<file path="config.mk">
export PLATFORM = sky130hd
export DESIGN_NAME = l2_range_maint
export DESIGN_NICKNAME = d
export VERILOG_FILES = /design/src/rtl/l2rm_pkg.sv /design/src/rtl/l2rm_regs.sv /design/src/rtl/l2rm_stepper.sv /design/src/rtl/l2_range_maint.sv
export SDC_FILE = /design/constraint.sdc
export NUM_CORES = 1
export LEC_CHECK = 0
export BUFFER_PORTS_ARGS = -buffer_cell sky130_fd_sc_hd__clkbuf_2
export CAP_MARGIN = 20
export CELL_PAD_IN_SITES_DETAIL_PLACEMENT = 0
export CELL_PAD_IN_SITES_GLOBAL_PLACEMENT = 1
export CORE_MARGIN = 1
export CORE_UTILIZATION = 42
export CTS_CLUSTER_SIZE = 12
export DETAILED_ROUTE_END_ITERATION = 10
export GPL_TIMING_DRIVEN = 0
export PLACE_DENSITY = 0.92
export SYNTH_ARGS = -nofsm -noshare
export SYNTH_HDL_FRONTEND = slang
export SYNTH_SLANG_ARGS = --single-unit
</file>
<file path="constraint.sdc">
create_clock -name clk -period 4.87 [get_ports clk]
set_input_delay 0.974 -clock clk [delete_from_list [all_inputs] [get_ports clk]]
set_output_delay 0.974 -clock clk [all_outputs]
set_load 0.02 [all_outputs]
</file>
<file path="src/rtl/l2rm_pkg.sv">
package l2rm_pkg;
    localparam int DW = 32;

    localparam int B_DIS  = 0;
    localparam int B_IM   = 1;
    localparam int B_LSZ  = 4;
    localparam int B_ERR  = 7;
    localparam int B_BUSY = 8;
    localparam int B_OPLO = 9;

    typedef enum logic [1:0] {
        SEL_CTRL  = 2'd0,
        SEL_END   = 2'd1,
        SEL_START = 2'd2,
        SEL_WHOLE = 2'd3
    } reg_sel_e;

    typedef enum logic [1:0] {
        ACT_FLUSH = 2'd0,
        ACT_DROP  = 2'd1,
        ACT_FDROP = 2'd2
    } act_e;

    typedef enum logic [1:0] {
        ST_IDLE  = 2'd0,
        ST_PROBE = 2'd1,
        ST_WB    = 2'd2
    } step_e;

    typedef struct packed {
        logic [2:0] rop;
        logic       lsz;
        logic       im;
        logic       dis;
    } ctrl_t;

    function automatic act_e pick_act(input logic [2:0] rop, input logic im,
                                      input logic whole);
        if (whole || rop == 3'b001)
            return im ? ACT_FDROP : ACT_DROP;
        return ACT_FLUSH;
    endfunction

    function automatic logic [2:0] line_shift(input logic lsz);
        return lsz ? 3'd6 : 3'd7;
    endfunction
endpackage

</file>
<file path="src/rtl/l2rm_regs.sv">
module l2rm_regs
    import l2rm_pkg::*;
#(
    parameter int AW = 32
) (
    input  logic          clk,
    input  logic          rst,
    input  logic          reg_we,
    input  logic [1:0]    reg_sel,
    input  logic [DW-1:0] reg_wdata,
    input  logic          busy,
    output ctrl_t         ctrl,
    output logic          err,
    output logic [AW-1:0] start_addr,
    output logic [AW-1:0] end_addr,
    output logic          go_range,
    output logic          go_whole
);
    logic hit_start, hit_whole, hit_ctrl;

    assign hit_ctrl  = reg_we && reg_sel_e'(reg_sel) == SEL_CTRL;
    assign hit_start = reg_we && reg_sel_e'(reg_sel) == SEL_START;
    assign hit_whole = reg_we && reg_sel_e'(reg_sel) == SEL_WHOLE && reg_wdata[0];

    assign go_range = hit_start && !busy;
    assign go_whole = hit_whole && !busy;

    always_ff @(posedge clk) begin
        if (rst) begin
            ctrl       <= '0;
            err        <= 1'b0;
            start_addr <= '0;
            end_addr   <= '0;
        end else begin
            if (hit_ctrl) begin
                ctrl.rop <= reg_wdata[B_OPLO+2:B_OPLO];
                ctrl.lsz <= reg_wdata[B_LSZ];
                ctrl.im  <= reg_wdata[B_IM];
                ctrl.dis <= reg_wdata[B_DIS];
            end
            if (reg_we && reg_sel_e'(reg_sel) == SEL_END)
                end_addr <= reg_wdata[AW-1:0];
            if (go_range)
                start_addr <= reg_wdata[AW-1:0];
            if ((hit_start || hit_whole) && busy)
                err <= 1'b1;
            else if (hit_ctrl && reg_wdata[B_ERR])
                err <= 1'b0;
        end
    end
endmodule

</file>
<file path="src/rtl/l2rm_stepper.sv">
module l2rm_stepper
    import l2rm_pkg::*;
#(
    parameter int AW   = 32,
    parameter int SETS = 64
) (
    input  logic          clk,
    input  logic          rst,
    input  logic          go_range,
    input  logic          go_whole,
    input  logic [AW-1:0] start_addr,
    input  logic [AW-1:0] end_addr,
    input  ctrl_t         ctrl,
    input  logic          probe_hit,
    input  logic          probe_dirty,
    input  logic          wb_ack,
    output logic          busy,
    output logic          probe_valid,
    output logic [AW-1:0] line_addr,
    output logic          wb_req,
    output logic          inv_valid
);
    step_e         st;
    act_e          act_q;
    logic [2:0]    sh_q;
    logic [AW-1:0] cur_line, last_line;
    logic [AW-1:0] first_n, last_n;
    logic [2:0]    sh_n;
    logic          need_wb, need_drop, advance;

    // Launch decode: start line comes straight from the write data.
    assign sh_n    = line_shift(ctrl.lsz);
    assign first_n = go_whole ? '0 : (start_addr >> sh_n);
    assign last_n  = go_whole ? AW'(SETS - 1)
                   : (((end_addr >> sh_n) < first_n) ? first_n : (end_addr >> sh_n));

    assign need_wb   = probe_hit && probe_dirty && act_q != ACT_DROP;
    assign need_drop = probe_hit && act_q != ACT_FLUSH;

    always_comb begin
        advance   = 1'b0;
        inv_valid = 1'b0;
        case (st)
            ST_PROBE: if (!need_wb) begin
                advance   = 1'b1;
                inv_valid = need_drop;
            end
            ST_WB: if (wb_ack) begin
                advance   = 1'b1;
                inv_valid = act_q != ACT_FLUSH;
            end
            default: ;
        endcase
    end

    assign busy        = st != ST_IDLE;
    assign probe_valid = st == ST_PROBE;
    assign wb_req      = st == ST_WB;
    assign line_addr   = cur_line << sh_q;

    always_ff @(posedge clk) begin
        if (rst) begin
            st        <= ST_IDLE;
            act_q     <= ACT_FLUSH;
            sh_q      <= 3'd7;
            cur_line  <= '0;
            last_line <= '0;
        end else begin
            case (st)
                ST_IDLE: if (go_range || go_whole) begin
                    st        <= ST_PROBE;
                    act_q     <= pick_act(ctrl.rop, ctrl.im, go_whole);
                    sh_q      <= sh_n;
                    cur_line  <= first_n;
                    last_line <= last_n;
                end
                ST_PROBE: if (need_wb) st <= ST_WB;
                default: ;
            endcase
            if (advance) begin
                if (cur_line >= last_line) begin
                    st <= ST_IDLE;
                end else begin
                    st       <= ST_PROBE;
                    cur_line <= cur_line + 1'b1;
                end
            end
        end
    end
endmodule

</file>
<file path="src/rtl/l2_range_maint.sv">
module l2_range_maint
    import l2rm_pkg::*;
#(
    parameter int AW   = 32,
    parameter int SETS = 64
) (
    input  logic          clk,
    input  logic          rst,
    input  logic          reg_we,
    input  logic [1:0]    reg_sel,
    input  logic [31:0]   reg_wdata,
    output logic [31:0]   ctrl_rdata,
    output logic          lookup_bypass,
    output logic          probe_valid,
    output logic [AW-1:0] probe_addr,
    input  logic          probe_hit,
    input  logic          probe_dirty,
    output logic          wb_req,
    output logic [AW-1:0] wb_addr,
    input  logic          wb_ack,
    output logic          inv_valid,
    output logic [AW-1:0] inv_addr
);
    ctrl_t         ctrl;
    logic          err, busy, go_range, go_whole;
    logic [AW-1:0] start_addr, end_addr, line_addr;

    l2rm_regs #(.AW(AW)) u_regs (
        .clk(clk), .rst(rst), .reg_we(reg_we), .reg_sel(reg_sel),
        .reg_wdata(reg_wdata), .busy(busy), .ctrl(ctrl), .err(err),
        .start_addr(start_addr), .end_addr(end_addr),
        .go_range(go_range), .go_whole(go_whole)
    );

    // Start address is taken from the write data in the launch cycle.
    l2rm_stepper #(.AW(AW), .SETS(SETS)) u_step (
        .clk(clk), .rst(rst), .go_range(go_range), .go_whole(go_whole),
        .start_addr(go_range ? reg_wdata[AW-1:0] : start_addr),
        .end_addr(end_addr), .ctrl(ctrl),
        .probe_hit(probe_hit), .probe_dirty(probe_dirty), .wb_ack(wb_ack),
        .busy(busy), .probe_valid(probe_valid), .line_addr(line_addr),
        .wb_req(wb_req), .inv_valid(inv_valid)
    );

    always_comb begin
        ctrl_rdata                    = '0;
        ctrl_rdata[B_DIS]             = ctrl.dis;
        ctrl_rdata[B_IM]              = ctrl.im;
        ctrl_rdata[B_LSZ]             = ctrl.lsz;
        ctrl_rdata[B_ERR]             = err;
        ctrl_rdata[B_BUSY]            = busy;
        ctrl_rdata[B_OPLO+2:B_OPLO]   = ctrl.rop;
    end

    assign lookup_bypass = ctrl.dis;
    assign probe_addr    = line_addr;
    assign wb_addr       = line_addr;
    assign inv_addr      = line_addr;
endmodule

</file>
==> flow_summary.json <==
{
  "grt_pass1_vias": 7033,
  "synth_area_um2": 8430,
  "synthFlopType": "dfxtp_1",
  "grt_usage": 0.237,
  "grt_setup_unrepaired": "false",
  "dpl_cell_area_um2": 9540,
  "cts_resized": 0,
  "outcome": "completed",
  "worstReg2RegStart": "u_regs.ctrl[2]",
  "hold_class": "register to register",
  "worstRegToRegCells": 14,
  "cap_violations": 0,
  "crit_fanout": 10,
  "overflow": 0,
  "finalHoldViolations": 0,
  "post_cts_buffers": 0,
  "synth.distinct_cells": 73,
  "dpl.hpwl_mm": 18.6,
  "setup.worst_path.class": "register to register",
  "slew_viol_final": 0,
  "vias": 7713,
  "wl_mm": 24.0,
  "setup_viol": 0,
  "rr_endpoint": "u_step.last_line[15]",
  "place_ws_ns": 0.0772,
  "cts_buffer_depth": 2,
  "cts-root-buf": "clkbuf_16",
  "yosys_warnings": 0,
  "grt_max_degree": 17,
  "worstPathRequired_ns": 5.22,
  "cts_tree": "built",
  "r2r_setup_slack_ns": 0.33,
  "via_per_inst": 5.25,
  "arrival_ns": 4.88,
  "startpoint": "u_regs.ctrl[2]",
  "slew_headroom": 0.383,
  "synth-seq-area-share": 0.290,
  "initial_core_util": 0.430,
  "routedWlPerCell_um": 16.3,
  "whs_path_depth": 2,
  "dp.cells": 1438,
  "fp.dieW_um": 144,
  "cts.reportedPaths.clkPinSlew_ns": 0.06,
  "nNetsFinal": 1287,
  "finalWorstSetupSlack_ns": 0.334,
  "antenna_found_initial": 0,
  "core_area_um2": 19600,
  "worst_slew_pin_slew_ns": 0.912,
  "holdBufCountCts": 0,
  "p_per_area_nw_per_um2": 300,
  "fin_area_um2": 10100,
  "hold_path_end": "u_regs.start_addr[31]",
  "max_freq_mhz": 220,
  "io_pins": 172,
  "synth_seq_cells": 122,
  "gp_congestion": 0.903,
  "drt_iter0_drc": 515,
  "cp-end-kind": "register",
  "ir_worst_vdd_mv": 0.261,
  "num_antenna_cells": 0,
  "p_total_mw": 3.04,
  "grt_pass1_wl_mm": 37.2,
  "synthArstFlopShare": 0,
  "netlist_instances": 1006,
  "synth_edf_count": 0,
  "worst_setup_path_start_kind": "register",
  "finalSetupTns_ns": 0,
  "h-tree-depth": 4,
  "drt-pass1-iter-count": 8,
  "die_area_um2": 20600,
  "drc": 0,
  "period_minus_slack_ns": 4.54,
  "numClockSinks": 122,
  "synthToLayoutAreaGrowth_pct": 20.3,
  "layout_commonest_cell": "nand2_1",
  "clk_latency_ns": 0.42,
  "cts_buffers": 17,
  "layout-drive-gt1-share": 0.293,
  "synth.avg_cell_area_um2": 8.38,
  "hold_start": "u_regs.start_addr[31]",
  "die_h_um": 144,
  "finalCritPeriodShare": 0.931,
  "rows": 51,
  "port_buffers": 126,
  "finClkSkew_ns": 0.00718,
  "final_cell_mix": "142 x nand2_1, 127 x clkbuf_2, 122 x dfxtp_1, 105 x buf_4, 56 x nor2_1",
  "ant_nets": 0,
  "final_cell_count_no_fill": 1469,
  "p_leak_nw": 4.60
}
## routing by layer
layer  vias to the layer above  track usage  wire length [um]
li1                       3841            -                 -
met2                       351        0.375             10600
met4                         0       0.0661               379
met1                      3488        0.323             11200
met5                         -            0                 0
met3                        33       0.0487              1820
## cells in the mapped netlist, types with 9 or more instances
cell type	instances	area (um^2)
nand2_1	142	533
buf_4	105	788
and2_1	9	56.3
mux2i_1	49	490
clkbuf_1	39	146
a21oi_1	46	230
o311ai_0	16	140
nand3_1	43	215
nor3b_1	12	90.1
and3_1	18	113
inv_1	39	146
o211ai_2	20	250
o21ai_0	31	155
nor3_1	17	85.1
nand4_1	23	144
nor2_1	56	210
ha_1	55	688
dfxtp_1	122	2440
mux2_2	48	541
## report_power, final
group | total, mW | internal, mW | leakage [nW] | switching (mW)
Clock | 1.30 | 0.837 | 0.299 | 0.460
Combinational | 0.671 | 0.258 | 3.31 | 0.413
Sequential | 1.07 | 1.03 | 0.989 | 0.0351
Total | 3.04 | 2.13 | 4.60 | 0.909
## stage by stage
stage          hold WS, ns  utilization
2_1_floorplan        0.435            -
3_3_place_gp         0.453        0.487
3_5_place_dp         0.458        0.487
4_1_cts              0.466        0.518
5_1_grt              0.483        0.518
6_report             0.466        0.518
## state kept, by name (all words and copies together) (netlist names)
signal             flops
u_step.act_q           2
u_regs.end_addr       26
u_regs.err             1
u_regs.ctrl            6
u_step.sh_q            1
u_step.cur_line       32
u_step.last_line      26
u_regs.start_addr     26
u_step.st              2
## area by class of cell
type                            instances  area (um^2)
Buffer                                158         1010
Clock buffer                           22          474
Clock inverter                          9          120
Fill cell                            1902         9450
Inverter                               39          146
Multi-Input combinational cell        728         4980
Sequential cell                       122         2440
Tap cell                              265          332
Timing Repair Buffer                  126          631
## logic make-up after synthesis
family	after synthesis	synth area share
xor+xnor	1	0.00104
simple gates	345	0.193
compound gates	187	0.173
fa+ha+maj	55	0.0817
other cells	1	0.000445
flops	122	0.290
mux	98	0.124
buf+inv	197	0.137
## worst max-delay path by stage
stage                           end  cells past startpoint
3_5_place_dp    u_step.last_line[3]                     15
3_3_place_gp   u_step.last_line[15]                     16
4_1_cts         u_step.last_line[6]                     13
2_1_floorplan  u_step.last_line[24]                     14
6_report       u_step.last_line[15]                     14
5_1_grt         u_step.last_line[6]                     13
## critical path, cell delays in order, from the launching register on
cell and delay (ns):
dfxtp_1 0.35, clkbuf_1 0.36, clkbuf_1 0.51, clkbuf_1 0.58, mux2_2 0.44, ha_1 0.30
nand4_1 0.12, nor3_1 0.32, nand2_1 0.08, o311ai_1 0.43, o2bb2ai_1 0.31, buf_4 0.27
buf_4 0.19, nand3_1 0.11, o211ai_2 0.08
No activity file was read; power rests on OpenSTA's default activity.
